`src/rtl/stk_pkg.sv`:
```
package stk_pkg;
    typedef enum logic [2:0] {
        OP_CALL = 3'd0,
        OP_RET  = 3'd1,
        OP_RST  = 3'd2,
        OP_PUSH = 3'd3,
        OP_POP  = 3'd4,
        OP_XCHG = 3'd5
    } stk_op_e;

    typedef enum logic [3:0] {
        S_IDLE,
        S_OPND_LO,
        S_OPND_HI,
        S_WR_HI,
        S_WR_LO,
        S_RD_LO,
        S_RD_HI,
        S_XRD_HI,
        S_XWR_HI,
        S_XRD_LO,
        S_XWR_LO,
        S_END
    } stk_state_e;

    // flag bit positions tested by the condition codes
    localparam int FLG_C = 0;
    localparam int FLG_P = 2;
    localparam int FLG_Z = 6;
    localparam int FLG_S = 7;
endpackage

```
`src/rtl/stk_cond_eval.sv`:
```
module stk_cond_eval
    import stk_pkg::*;
#(
    parameter int DATA_W = 8
) (
    input  logic [DATA_W-1:0] flags,
    input  logic              cond_en,
    input  logic [2:0]        cond_sel,
    output logic              taken
);
    localparam int NUM_TESTS = 4;
    localparam int IDX_W     = $clog2(DATA_W);

    logic [IDX_W-1:0] bit_idx [NUM_TESTS];

    // one tested flag per condition pair; cond_sel[0] picks polarity
    generate
        for (genvar g = 0; g < NUM_TESTS; g++) begin : g_map
            localparam int POS = (g == 0) ? FLG_Z :
                                 (g == 1) ? FLG_C :
                                 (g == 2) ? FLG_P : FLG_S;
            assign bit_idx[g] = IDX_W'(POS);
        end
    endgenerate

    logic tested;
    assign tested = flags[bit_idx[cond_sel[2:1]]];
    assign taken  = !cond_en || (cond_sel[0] ? tested : !tested);
endmodule

```
`src/rtl/stk_vector_gen.sv`:
```
module stk_vector_gen #(
    parameter int ADDR_W   = 16,
    parameter int VEC_BITS = 3,
    parameter int STRIDE   = 8
) (
    input  logic [VEC_BITS-1:0] vec_num,
    output logic [ADDR_W-1:0]   vec_addr
);
    localparam int SHIFT = $clog2(STRIDE);

    generate
        if ((1 << SHIFT) == STRIDE) begin : g_pow2
            assign vec_addr = ADDR_W'(vec_num) << SHIFT;
        end else begin : g_mul
            assign vec_addr = ADDR_W'(vec_num) * ADDR_W'(STRIDE);
        end
    endgenerate
endmodule

```
`src/rtl/stk_seq.sv`:
```
module stk_seq
    import stk_pkg::*;
#(
    parameter int          DATA_W   = 8,
    parameter int          VEC_BITS = 3,
    parameter int          STRIDE   = 8,
    parameter logic [15:0] SP_INIT  = 16'hFFFF
) (
    input  logic                  clk,
    input  logic                  rst_n,
    input  logic                  start,
    input  logic [2:0]            op,
    input  logic                  cond_en,
    input  logic [2:0]            cond_sel,
    input  logic [VEC_BITS-1:0]   vec_num,
    input  logic [DATA_W-1:0]     flags,
    input  logic [2*DATA_W-1:0]   pc_next,
    input  logic [2*DATA_W-1:0]   pair_in,
    output logic                  busy,
    output logic                  done,
    output logic                  pc_load,
    output logic [2*DATA_W-1:0]   pc_value,
    output logic                  pair_we,
    output logic [2*DATA_W-1:0]   pair_out,
    output logic [2*DATA_W-1:0]   sp,
    output logic                  bus_req,
    output logic                  bus_we,
    output logic [2*DATA_W-1:0]   bus_addr,
    output logic [DATA_W-1:0]     bus_wdata,
    input  logic                  bus_ack,
    input  logic [DATA_W-1:0]     bus_rdata
);
    localparam int ADDR_W = 2 * DATA_W;

    stk_state_e        state_q, state_d;
    stk_op_e           op_q;
    logic [ADDR_W-1:0] sp_q, base_q, tgt_q, wval_q, rbuf_q;
    logic              jump_q, pcl_q;
    logic              taken, xfer;
    logic [ADDR_W-1:0] vec_addr;
    stk_op_e           op_in;

    assign op_in = stk_op_e'(op);
    assign xfer  = bus_req && bus_ack;

    stk_cond_eval #(.DATA_W(DATA_W)) u_cond (
        .flags    (flags),
        .cond_en  (cond_en),
        .cond_sel (cond_sel),
        .taken    (taken)
    );

    stk_vector_gen #(.ADDR_W(ADDR_W), .VEC_BITS(VEC_BITS), .STRIDE(STRIDE)) u_vec (
        .vec_num  (vec_num),
        .vec_addr (vec_addr)
    );

    // next-state logic
    always_comb begin
        state_d = state_q;
        unique case (state_q)
            S_IDLE: if (start) begin
                unique case (op_in)
                    OP_CALL: state_d = S_OPND_LO;
                    OP_RET:  state_d = taken ? S_RD_LO : S_END;
                    OP_RST,
                    OP_PUSH: state_d = S_WR_HI;
                    OP_POP:  state_d = S_RD_LO;
                    OP_XCHG: state_d = S_XRD_HI;
                    default: state_d = S_END;
                endcase
            end
            S_OPND_LO: if (bus_ack) state_d = S_OPND_HI;
            S_OPND_HI: if (bus_ack) state_d = jump_q ? S_WR_HI : S_END;
            S_WR_HI:   if (bus_ack) state_d = S_WR_LO;
            S_WR_LO:   if (bus_ack) state_d = S_END;
            S_RD_LO:   if (bus_ack) state_d = S_RD_HI;
            S_RD_HI:   if (bus_ack) state_d = S_END;
            S_XRD_HI:  if (bus_ack) state_d = S_XWR_HI;
            S_XWR_HI:  if (bus_ack) state_d = S_XRD_LO;
            S_XRD_LO:  if (bus_ack) state_d = S_XWR_LO;
            S_XWR_LO:  if (bus_ack) state_d = S_END;
            S_END:     state_d = S_IDLE;
            default:   state_d = S_IDLE;
        endcase
    end

    // state register
    always_ff @(posedge clk) begin
        if (!rst_n) state_q <= S_IDLE;
        else        state_q <= state_d;
    end

    // datapath registers
    always_ff @(posedge clk) begin
        if (!rst_n) begin
            sp_q   <= SP_INIT;
            op_q   <= OP_CALL;
            base_q <= '0;
            tgt_q  <= '0;
            wval_q <= '0;
            rbuf_q <= '0;
            jump_q <= 1'b0;
            pcl_q  <= 1'b0;
        end else begin
            if (state_q == S_IDLE && start) begin
                op_q   <= op_in;
                base_q <= pc_next;
                jump_q <= taken;
                pcl_q  <= (op_in == OP_CALL) || (op_in == OP_RST) ||
                          (op_in == OP_RET && taken);
                wval_q <= (op_in == OP_RST) ? pc_next : pair_in;
                tgt_q  <= vec_addr;
            end
            if (xfer) begin
                unique case (state_q)
                    S_OPND_LO: rbuf_q[DATA_W-1:0] <= bus_rdata;
                    S_OPND_HI: begin
                        wval_q <= base_q + ADDR_W'(2);
                        tgt_q  <= jump_q ? {bus_rdata, rbuf_q[DATA_W-1:0]}
                                         : base_q + ADDR_W'(2);
                    end
                    S_WR_HI, S_WR_LO: sp_q <= sp_q - ADDR_W'(1);
                    S_RD_LO: begin
                        sp_q <= sp_q + ADDR_W'(1);
                        rbuf_q[DATA_W-1:0] <= bus_rdata;
                    end
                    S_RD_HI: begin
                        sp_q <= sp_q + ADDR_W'(1);
                        rbuf_q[ADDR_W-1:DATA_W] <= bus_rdata;
                        tgt_q <= {bus_rdata, rbuf_q[DATA_W-1:0]};
                    end
                    S_XRD_HI: rbuf_q[ADDR_W-1:DATA_W] <= bus_rdata;
                    S_XRD_LO: rbuf_q[DATA_W-1:0]      <= bus_rdata;
                    default: ;
                endcase
            end
        end
    end

    // outputs
    always_comb begin
        bus_req   = 1'b0;
        bus_we    = 1'b0;
        bus_addr  = sp_q;
        bus_wdata = '0;
        unique case (state_q)
            S_OPND_LO: begin bus_req = 1'b1; bus_addr = base_q; end
            S_OPND_HI: begin bus_req = 1'b1; bus_addr = base_q + ADDR_W'(1); end
            S_WR_HI: begin
                bus_req = 1'b1; bus_we = 1'b1; bus_wdata = wval_q[ADDR_W-1:DATA_W];
            end
            S_WR_LO: begin
                bus_req = 1'b1; bus_we = 1'b1; bus_wdata = wval_q[DATA_W-1:0];
            end
            S_RD_LO, S_RD_HI: begin bus_req = 1'b1; bus_addr = sp_q + ADDR_W'(1); end
            S_XRD_HI: begin bus_req = 1'b1; bus_addr = sp_q + ADDR_W'(2); end
            S_XWR_HI: begin
                bus_req = 1'b1; bus_we = 1'b1; bus_addr = sp_q + ADDR_W'(2);
                bus_wdata = wval_q[ADDR_W-1:DATA_W];
            end
            S_XRD_LO: begin bus_req = 1'b1; bus_addr = sp_q + ADDR_W'(1); end
            S_XWR_LO: begin
                bus_req = 1'b1; bus_we = 1'b1; bus_addr = sp_q + ADDR_W'(1);
                bus_wdata = wval_q[DATA_W-1:0];
            end
            default: ;
        endcase
    end

    assign busy     = (state_q != S_IDLE);
    assign done     = (state_q == S_END);
    assign pc_load  = done && pcl_q;
    assign pc_value = tgt_q;
    assign pair_we  = done && (op_q == OP_POP || op_q == OP_XCHG);
    assign pair_out = rbuf_q;
    assign sp       = sp_q;


    req_hold_chk: assert property (@(posedge clk) disable iff (!rst_n)
        (bus_req && !bus_ack) |=> (bus_req && $stable(bus_addr) &&
                                   $stable(bus_we) && $stable(bus_wdata)));


    pc_load_done_chk: assert property (@(posedge clk) disable iff (!rst_n)
        pc_load |-> done);


    pair_we_done_chk: assert property (@(posedge clk) disable iff (!rst_n)
        done |=> (!busy && !pair_we));


    sp_dec_chk: assert property (@(posedge clk) disable iff (!rst_n)
        (xfer && (state_q == S_WR_HI || state_q == S_WR_LO)) |=>
            (sp_q == $past(sp_q) - ADDR_W'(1)));


    sp_inc_chk: assert property (@(posedge clk) disable iff (!rst_n)
        (xfer && (state_q == S_RD_LO || state_q == S_RD_HI)) |=>
            (sp_q == $past(sp_q) + ADDR_W'(1)));


    ret_skip_chk: assert property (@(posedge clk) disable iff (!rst_n)
        (state_q == S_IDLE && start && op_in == OP_RET && !taken) |=>
            (done && !bus_req && !pc_load));


    start_busy_chk: assert property (@(posedge clk) disable iff (!rst_n)
        (busy && !done && !bus_ack) |=> busy);
endmodule

```
`config.mk`:
```
export PLATFORM = sky130hd
export DESIGN_NAME = stk_seq
export DESIGN_NICKNAME = d
export VERILOG_FILES = /design/src/rtl/stk_pkg.sv /design/src/rtl/stk_cond_eval.sv /design/src/rtl/stk_vector_gen.sv /design/src/rtl/stk_seq.sv
export SDC_FILE = /design/constraint.sdc
export NUM_CORES = 1
export LEC_CHECK = 0
export BUFFER_PORTS_ARGS = -buffer_cell sky130_fd_sc_hd__buf_2
export CORE_MARGIN = 5
export CORE_UTILIZATION = 45
export DETAILED_ROUTE_END_ITERATION = 8
export PLACE_DENSITY = 0.68
export SLEW_MARGIN = 20
export SYNTH_ARGS = -nofsm -noshare
export SYNTH_HDL_FRONTEND = slang
export SYNTH_SLANG_ARGS = --single-unit
```
`constraint.sdc`:
```
create_clock -name clk -period 2.55 [get_ports clk]
set_clock_uncertainty 0.1 [all_clocks]
set_input_delay 0.51 -clock clk [delete_from_list [all_inputs] [get_ports clk]]
set_output_delay 0.51 -clock clk [all_outputs]
set_load 0.05 [all_outputs]
```
# Word level (Yosys, flattened, before mapping)
# Index checks and enable logic that the tools add are counted.
[word_totals]
register_bits = 89
input_bits = 62
elab_cells = 108
[classes]
add_sub_neg = 5
order_cmp = 2
n_eq_ne = 27
mux = 32
bitwise = 1
reduce_logical = 31
[ops]
columns = ["operator", "count"]
rows = [
  ["$mux 16", 7],
  ["$pmux 16 s2", 2],
  ["$pmux 16 s4", 1],
  ["$mux 4", 11],
  ["$pmux 4 s9", 1],
  ["$add 16x1->16 const B", 2],
  ["$add 16x2->16 const B", 2],
  ["$pmux 4 s5", 1],
  ["$eq 4x3->1 const B", 4],
  ["$eq 4x4->1 const B", 4],
  ["$ne 2x2->1 const B", 8],
  ["$pmux 8 s2", 1],
  ["$sub 16x1->16 const B", 1],
  ["$reduce_or 2->1", 7],
  ["$eq 3x3->1 const B", 4],
  ["$reduce_or 10->1", 1],
  ["$reduce_and 9->1", 1],
  ["$eq 4x2->1 const B", 2],
  ["$reduce_or 4->1", 2],
  ["$bmux 3 s2", 1],
  ["$eq 3x2->1 const B", 2],
  ["$mux 3", 2],
  ["$reduce_and 2->1", 3],
  ["$reduce_or 3->1", 2],
  ["15 further kinds", 26],
]

# Logic depth before layout (Yosys ltp)
# Gate-level depths: netlist of run 1.
[logic_depth]
depth_word = 13
depth_mapped = 8
mapped_depth_nobuf = 7

# Modules after synthesis
# From an unflattened synthesis of run 1, not the netlist that was laid out.
[hier_totals]
hier_cells = 894
hier_area_um2 = 6693.9
[by_module_without_submodules]
columns = ["module", "instances", "cells_per_inst", "area_each_um2", "seq_area_each_um2"]
rows = [
  ["stk_seq", 1, 865, 6448.7, 1761.7],
  ["stk_vector_gen", 1, 17, 123.9, 0.0],
  ["stk_cond_eval", 1, 12, 121.4, 0.0],
]

# Least setup slack after synthesis of run 1
# No wires, ideal clock.
[synth_path]
path_type = "register to output"
startpoint = "register sp_q[7] (netlist: sp[7])"
endpoint = "output port bus_addr[10]"
t_arrival_ps = 2656
required_time_ps = 1940
path_slack_ps = -716
path_stages_with_launch = 7
path_buffers = 1
path_cell_list = "dfxtp_1 > clkbuf_1 > nand4_1 > nor3_1 > a22oi_1 > nor2b_1 > o221ai_1"
[synth_via]
elab_chain_cells = 2
elab_cells_between_ends = 3
cone_classes = "2 x add/sub; 1 x mux"
[synth_lines]
columns = ["element", "line", "rtl"]
rows = [
  ["start, declared", "stk_seq.sv:37", "logic [ADDR_W-1:0] sp_q, base_q, tgt_q, wval_q, rbuf_q;"],
  ["start signal, assigned", "stk_seq.sv:123", "S_WR_HI, S_WR_LO: sp_q <= sp_q - ADDR_W'(1);"],
  ["start signal, assigned", "stk_seq.sv:125", "sp_q <= sp_q + ADDR_W'(1);"],
  ["start signal, assigned", "stk_seq.sv:129", "sp_q <= sp_q + ADDR_W'(1);"],
  ["$add 16x1->16 or $add 16x2->16 (tied branches)", "-", ""],
  ["$pmux 16 s4 *", "stk_seq.sv:147", "unique case (state_q)"],
  ["end, declared", "stk_seq.sv:28", "output logic [2*DATA_W-1:0] bus_addr,"],
]
# Every way passes the cells marked *; elsewhere a longest branch is shown, timed or not.

# Worst setup path after layout of run 1
[layout_path]
startpoint = "register sp_q[8] (netlist: sp[8])"
endpoint = "output port bus_addr[14]"
# The elaborated chain is that of the path after synthesis.

==> results_dict.tcl, run 1 <==
set metrics [dict create \
    run_status "finished, violations left" \
    violations "negative setup slack" \
    drive_gt1_frac 0.381 \
    syn_inst 870 \
    wl_per_cell_um 19.6 \
    endpoint_kind "output pin" \
    synth_top_area_frac 0.275 \
    cp.arrival_ns 2.27 \
    ys_ff_latch 88 \
    synth_flop_cell "dfxtp_1" \
    nNetsFinal 1163 \
    holdWs_ns 0.301 \
    dp_slack_ns -0.0797 \
    routed_wl_um 25100 \
    grt_max_degree 37 \
    synth_seq_area_share 0.275 \
    dieWidth_um 129 \
    max_freq_mhz 347 \
    worstMarginPinSlew_ns 0.716 \
    syn_to_final_growth_pct 46.8 \
    grt_antenna_before_repair 0 \
    final_cells 1277 \
    power_per_cell_area_mw_per_mm2 997 \
    viasPerCell 6.13 \
    dr_total_vias 7830 \
    utilization 0.675 \
    antenna_left 0 \
    crit_fanout 10 \
    ir_worst_vdd_mv 0.499 \
    slew_headroom 0.519 \
    worstSetupStartpoint "sp[8]" \
    hold_path.startpoint "pc_next[2]" \
    hold_buffers 0 \
    synth.most_common_cell "nand2_1" \
    finalHoldViolations 0 \
    maxSlewViolCount 0 \
    finalCritPeriodShare 1.13 \
    async_flop_share 0 \
    cp-start-kind "flip-flop" \
    die_h_um 129 \
    synth.avg_cell_area_um2 7.37 \
    critPathKind "flip-flop to output pin" \
    dr.first_iter.drc_count 710 \
    period_minus_slack_ns 2.88 \
    core_area_mm2 0.0139 \
    maxCapViolCount 0 \
    drc_errors 0 \
    first_global_vias 7107 \
    gp_congestion 0.963 \
    grt_setup_unrepaired "yes" \
    synthTopCellsByCount "nand2_1, dfxtp_1, clkbuf_1" \
    grt_use_met2 0.456 \
    ys_top_cells_by_area "dfxtp_1, nand2_1, mux2i_1" \
    h-tree-depth 3 \
    place.port_buffers 139 \
    root_buffer "clkbuf_16" \
    fin_ws_ns -0.333 \
    ioPinCount 140 \
    p_leak_nw 3.87 \
    insertion_delay_ns 0.36 \
    start_util 0.460 \
    yosysUniqueCellTypes 66 \
    grt_pass1_wl_um 37200 \
    clkSinkCount 88 \
    met3_usage 0.0470 \
    antenna_cells 0 \
    yosys_warnings 0 \
    cts_tree "built" \
    final-seq-area_mm2 0.00182 \
    synth_area_mm2 0.00641 \
    worstPathRequired_ns 1.94 \
    r2r_cells 5 \
    placedCellCount 1216 \
    synth-edff-count 0 \
    fillers 1120 \
    num_rows 43 \
    synth_top_cell_by_area "dfxtp_1" \
    hold_depth 3 \
    multi_input_area_mm2 0.00492 \
    clk_pin_slew_ns 0.06 \
    die_area_mm2 0.0167 \
    fin_tns_setup_ns -3.01 \
    busiest_layer "met2" \
    overflow 0 \
    min_path_type "input port to flip-flop" \
    drt_first_pass_iters 5 \
    cts_buffers 9 \
    cts_max_path_buffers 2 \
    grtUsageMet1 0.362 \
    hpwlAfterDp_um 17300 \
    reg2reg_from "sp[5]" \
    synth_nets 941 \
    setup_viol 16 \
    grt_usage 0.278 \
]
## flip-flops by register name, summed over array words and instances (netlist names)
name	flops
pcl_q	1
jump_q	1
base_q	16
sp	16
pc_value	16
op_q	2
wval_q	16
pair_out	16
state_q	4
## critical path: stages (launching register included)
cell and delay (ns):
dfxtp_4 0.43, nand4_1 0.13, buf_4 0.18, nor3_2 0.30
a22oi_1 0.16, or3_1 0.39, o2111ai_2 0.13, buf_6 0.20
## path summary, 6_finish.rpt
kind / end / slack (ns)
worst max-delay path: bus_addr[14] / -0.33
worst min register to register: pair_out[8] / 0.35
worst max register to register: sp[12] / 0.05
worst min-delay path: base_q[2] / 0.30
## routing by layer
metal	vias up	share of wire
li1	3599	-
met1	3640	0.39
met2	470	0.46
met3	121	0.085
met4	0	0.056
met5	-	0
## final cells by class
type	instances	area share
Timing Repair Buffer	289	0.220
Sequential cell	88	0.194
Clock buffer	11	0.0258
Tap cell	180	0.0239
Clock inverter	5	0.00678
Multi-Input combinational cell	689	0.523
Inverter	15	0.00598
## per-stage QoR
step,instance area (um2),power [mW]
finish,9410,9.38
global route,9410,9.74
CTS,9140,8.80
detailed placement,8090,6.56
global placement,8090,6.53
floorplan,6700,5.11
## cell usage in the layout (no fill, tap or decap), drive strengths merged, types with 3 or more instances in the layout
cell,count
nor3,18
a22oi,3
a21boi,35
ha,9
a32o,3
inv,17
nand4,13
nand3b,5
nor4b,3
o221ai,10
or3,9
a31oi,4
and3,10
a211oi,6
o2111ai,6
dfxtp,88
clkbuf,12
nand3,31
nor2b,21
a211o,3
o22ai,10
nor2,55
a221oi,4
buf,287
nand2b,9
nand2,140
nor4,12
o211ai,16
a222oi,4
xnor2,18
mux2i,50
a221o,3
o21ai,65
o21a,6
a21oi,36
a22o,14
and2,11
xor2,13
## cells by family after synthesis
kind of cell             synth area share
AND/OR/NAND/NOR                     0.260
AO/OA/AOI/OAI                       0.264
buffers and inverters              0.0560
flip-flops                          0.275
multiplexers                       0.0851
XOR/XNOR                           0.0424
adder cells (fa/ha/maj)            0.0176
## report_power, final
part           internal [mW]  leakage [nW]  switching, mW  total (mW)
Sequential              1.59         0.719          0.233        1.82
Clock                  0.799         0.152          0.625        1.42
Combinational           2.49          3.00           3.64        6.13
Total                   4.88          3.87           4.50        9.38
## repair_timing
item,4_1_cts,5_1_grt
pin swaps,46,33
endpoints found under the hold margin,0,0
resized for setup,128,52
gates cloned,0,1
setup endpoints to repair,27,28
setup buffers,31,15
Note: power is estimated with default switching activity, not from simulation.
==> run 2: changes to the inputs <==
--- a/config.mk
+++ b/config.mk
@@ -7,9 +7,9 @@
 export LEC_CHECK = 0
 export BUFFER_PORTS_ARGS = -buffer_cell sky130_fd_sc_hd__buf_2
 export CORE_MARGIN = 5
-export CORE_UTILIZATION = 45
+export CORE_UTILIZATION = 56
 export DETAILED_ROUTE_END_ITERATION = 8
-export PLACE_DENSITY = 0.68
+export PLACE_DENSITY = 0.82
 export SLEW_MARGIN = 20
 export SYNTH_ARGS = -nofsm -noshare
 export SYNTH_HDL_FRONTEND = slang
==> run 2 against run 1 <==
Compared with the run above: the run still ends with negative setup slack left; worst setup slack got worse by 0.016 ns; combinational power decreased by 0.8%; sequential power about the same; via count increased by 5.1%; core utilization increased by 14 points; sequential cell count unchanged; critical path type unchanged; critical endpoint is now bus_addr[13]; largest power group unchanged.
==> results_dict.tcl, run 2 (same netlist as run 1, synthesis figures left out) <==
set metrics [dict create \
    power_per_cell_area_mw_per_mm2 993 \
    ir_worst_vdd_mv 0.963 \
    crit_fanout 6 \
    fin_ws_ns -0.349 \
    hpwlAfterDp_um 16900 \
    start_util 0.566 \
    antenna_cells 0 \
    cts_tree "built" \
    critPathKind "flip-flop to output pin" \
    cts_max_path_buffers 2 \
    power_mw 9.22 \
    drt_first_pass_iters 7 \
    setup_viol 16 \
    wl_per_cell_um 21.5 \
    drive_gt1_frac 0.376 \
    period_minus_slack_ns 2.90 \
    antenna_left 0 \
    die_area_mm2 0.0137 \
    maxSlewViolCount 0 \
    fillers 665 \
    min_path_type "input port to flip-flop" \
    grt_antenna_before_repair 0 \
    insertion_delay_ns 0.35 \
    num_rows 39 \
    cts_buffers 9 \
    cp.arrival_ns 2.29 \
    max_freq_mhz 345 \
    dp_slack_ns -0.0811 \
    overflow 0 \
    core_area_mm2 0.0113 \
    h-tree-depth 3 \
    dieWidth_um 117 \
    grt_setup_unrepaired "yes" \
    cp-start-kind "flip-flop" \
    r2r_cells 6 \
    grt_max_degree 34 \
    p_leak_nw 3.81 \
    clkSinkCount 88 \
    ioPinCount 140 \
    rrSetupSlack_ns 0.04 \
    die_h_um 117 \
    violations "negative setup slack" \
    dr_total_vias 8226 \
    hold_depth 3 \
    run_status "finished, violations left" \
    routed_wl_um 26300 \
    gp_congestion 0.947 \
    root_buffer "clkbuf_16" \
    maxCapViolCount 0 \
    worstMarginPinSlew_ns 0.786 \
    drc_errors 0 \
    syn_to_final_growth_pct 44.8 \
    layout_commonest_cell "nand2_1" \
    final_cell_mix "nand2_1, buf_2, buf_4" \
    viasPerCell 6.73 \
    grt_usage 0.353 \
    finalHoldViolations 0 \
    grt_pass1_wl_um 38100 \
    dr.first_iter.drc_count 1347 \
    nNetsFinal 1146 \
    first_global_vias 7426 \
    place.port_buffers 139 \
    clk_pin_slew_ns 0.07 \
    slew_headroom 0.476 \
    worstPathRequired_ns 1.94 \
    finalCritPeriodShare 1.14 \
    endpoint_kind "output pin" \
]
==> run 2: where the power goes <==
part           leakage [nW]  switching [mW]  total, mW  internal, mW
sequential            0.719           0.227       1.82          1.59
clock                 0.139           0.597       1.32         0.722
combinational          2.95            3.70       6.08          2.38
total                  3.81            4.53       9.22          4.69
==> run 2: layout make-up <==
type                            instances  area, um2  area share
Multi-Input combinational cell        689       4940       0.532
Clock inverter                          3       22.5     0.00243
Clock buffer                           12        258      0.0278
Inverter                               15       56.3     0.00607
Timing Repair Buffer                  272       2000       0.215
Sequential cell                        88       1830       0.197
Tap cell                              143        179      0.0193
==> run 2: critical path: stages (launching register included) <==
cell and delay, ns:
dfxtp_4 0.37, nor2b_4 0.14, buf_6 0.13, buf_4 0.15, a221oi_2 0.39, nor2_1 0.12, o311ai_1 0.24, o211ai_1 0.17
buf_4 0.23
==> run 2: routing by layer <==
layer	vias up	track usage	wire length [um]
met5	-	0	0
met4	0	0.206	2020
met3	224	0.0560	2620
met2	654	0.591	12200
met1	3771	0.427	9450
li1	3577	-	-
==> run 2: through the flow <==
| step | cell area (um2) | hold WS (ns) | util | instances | setup TNS [ns] |
|---|---|---|---|---|---|
| after global routing | 9280 | 0.324 | 0.820 | 1222 | -3.57 |
| after CTS | 8930 | 0.309 | 0.789 | 1208 | -1.45 |
| final | 9280 | 0.310 | 0.820 | 1222 | -3.07 |
| after detailed placement | 7970 | 0.340 | 0.704 | 1168 | -0.0844 |
| after floorplan | 6700 | 0.330 | - | 870 | -0.151 |
| after global placement | 7970 | 0.337 | 0.704 | 1168 | -0.0364 |
==> run 2: what timing repair did <==
item                       4_1_cts  5_1_grt
resized for setup              130       49
hold buffers                     0        0
buffers inserted                26       14
setup endpoints to repair       25       28
pin swaps                       35       24
==> run 2: worst paths after layout <==
kind           startpoint           end
max reg2reg         sp[8]        sp[12]
min            pc_next[9]     base_q[9]
max            state_q[3]  bus_addr[13]
min reg2reg  pair_out[11]  pair_out[11]
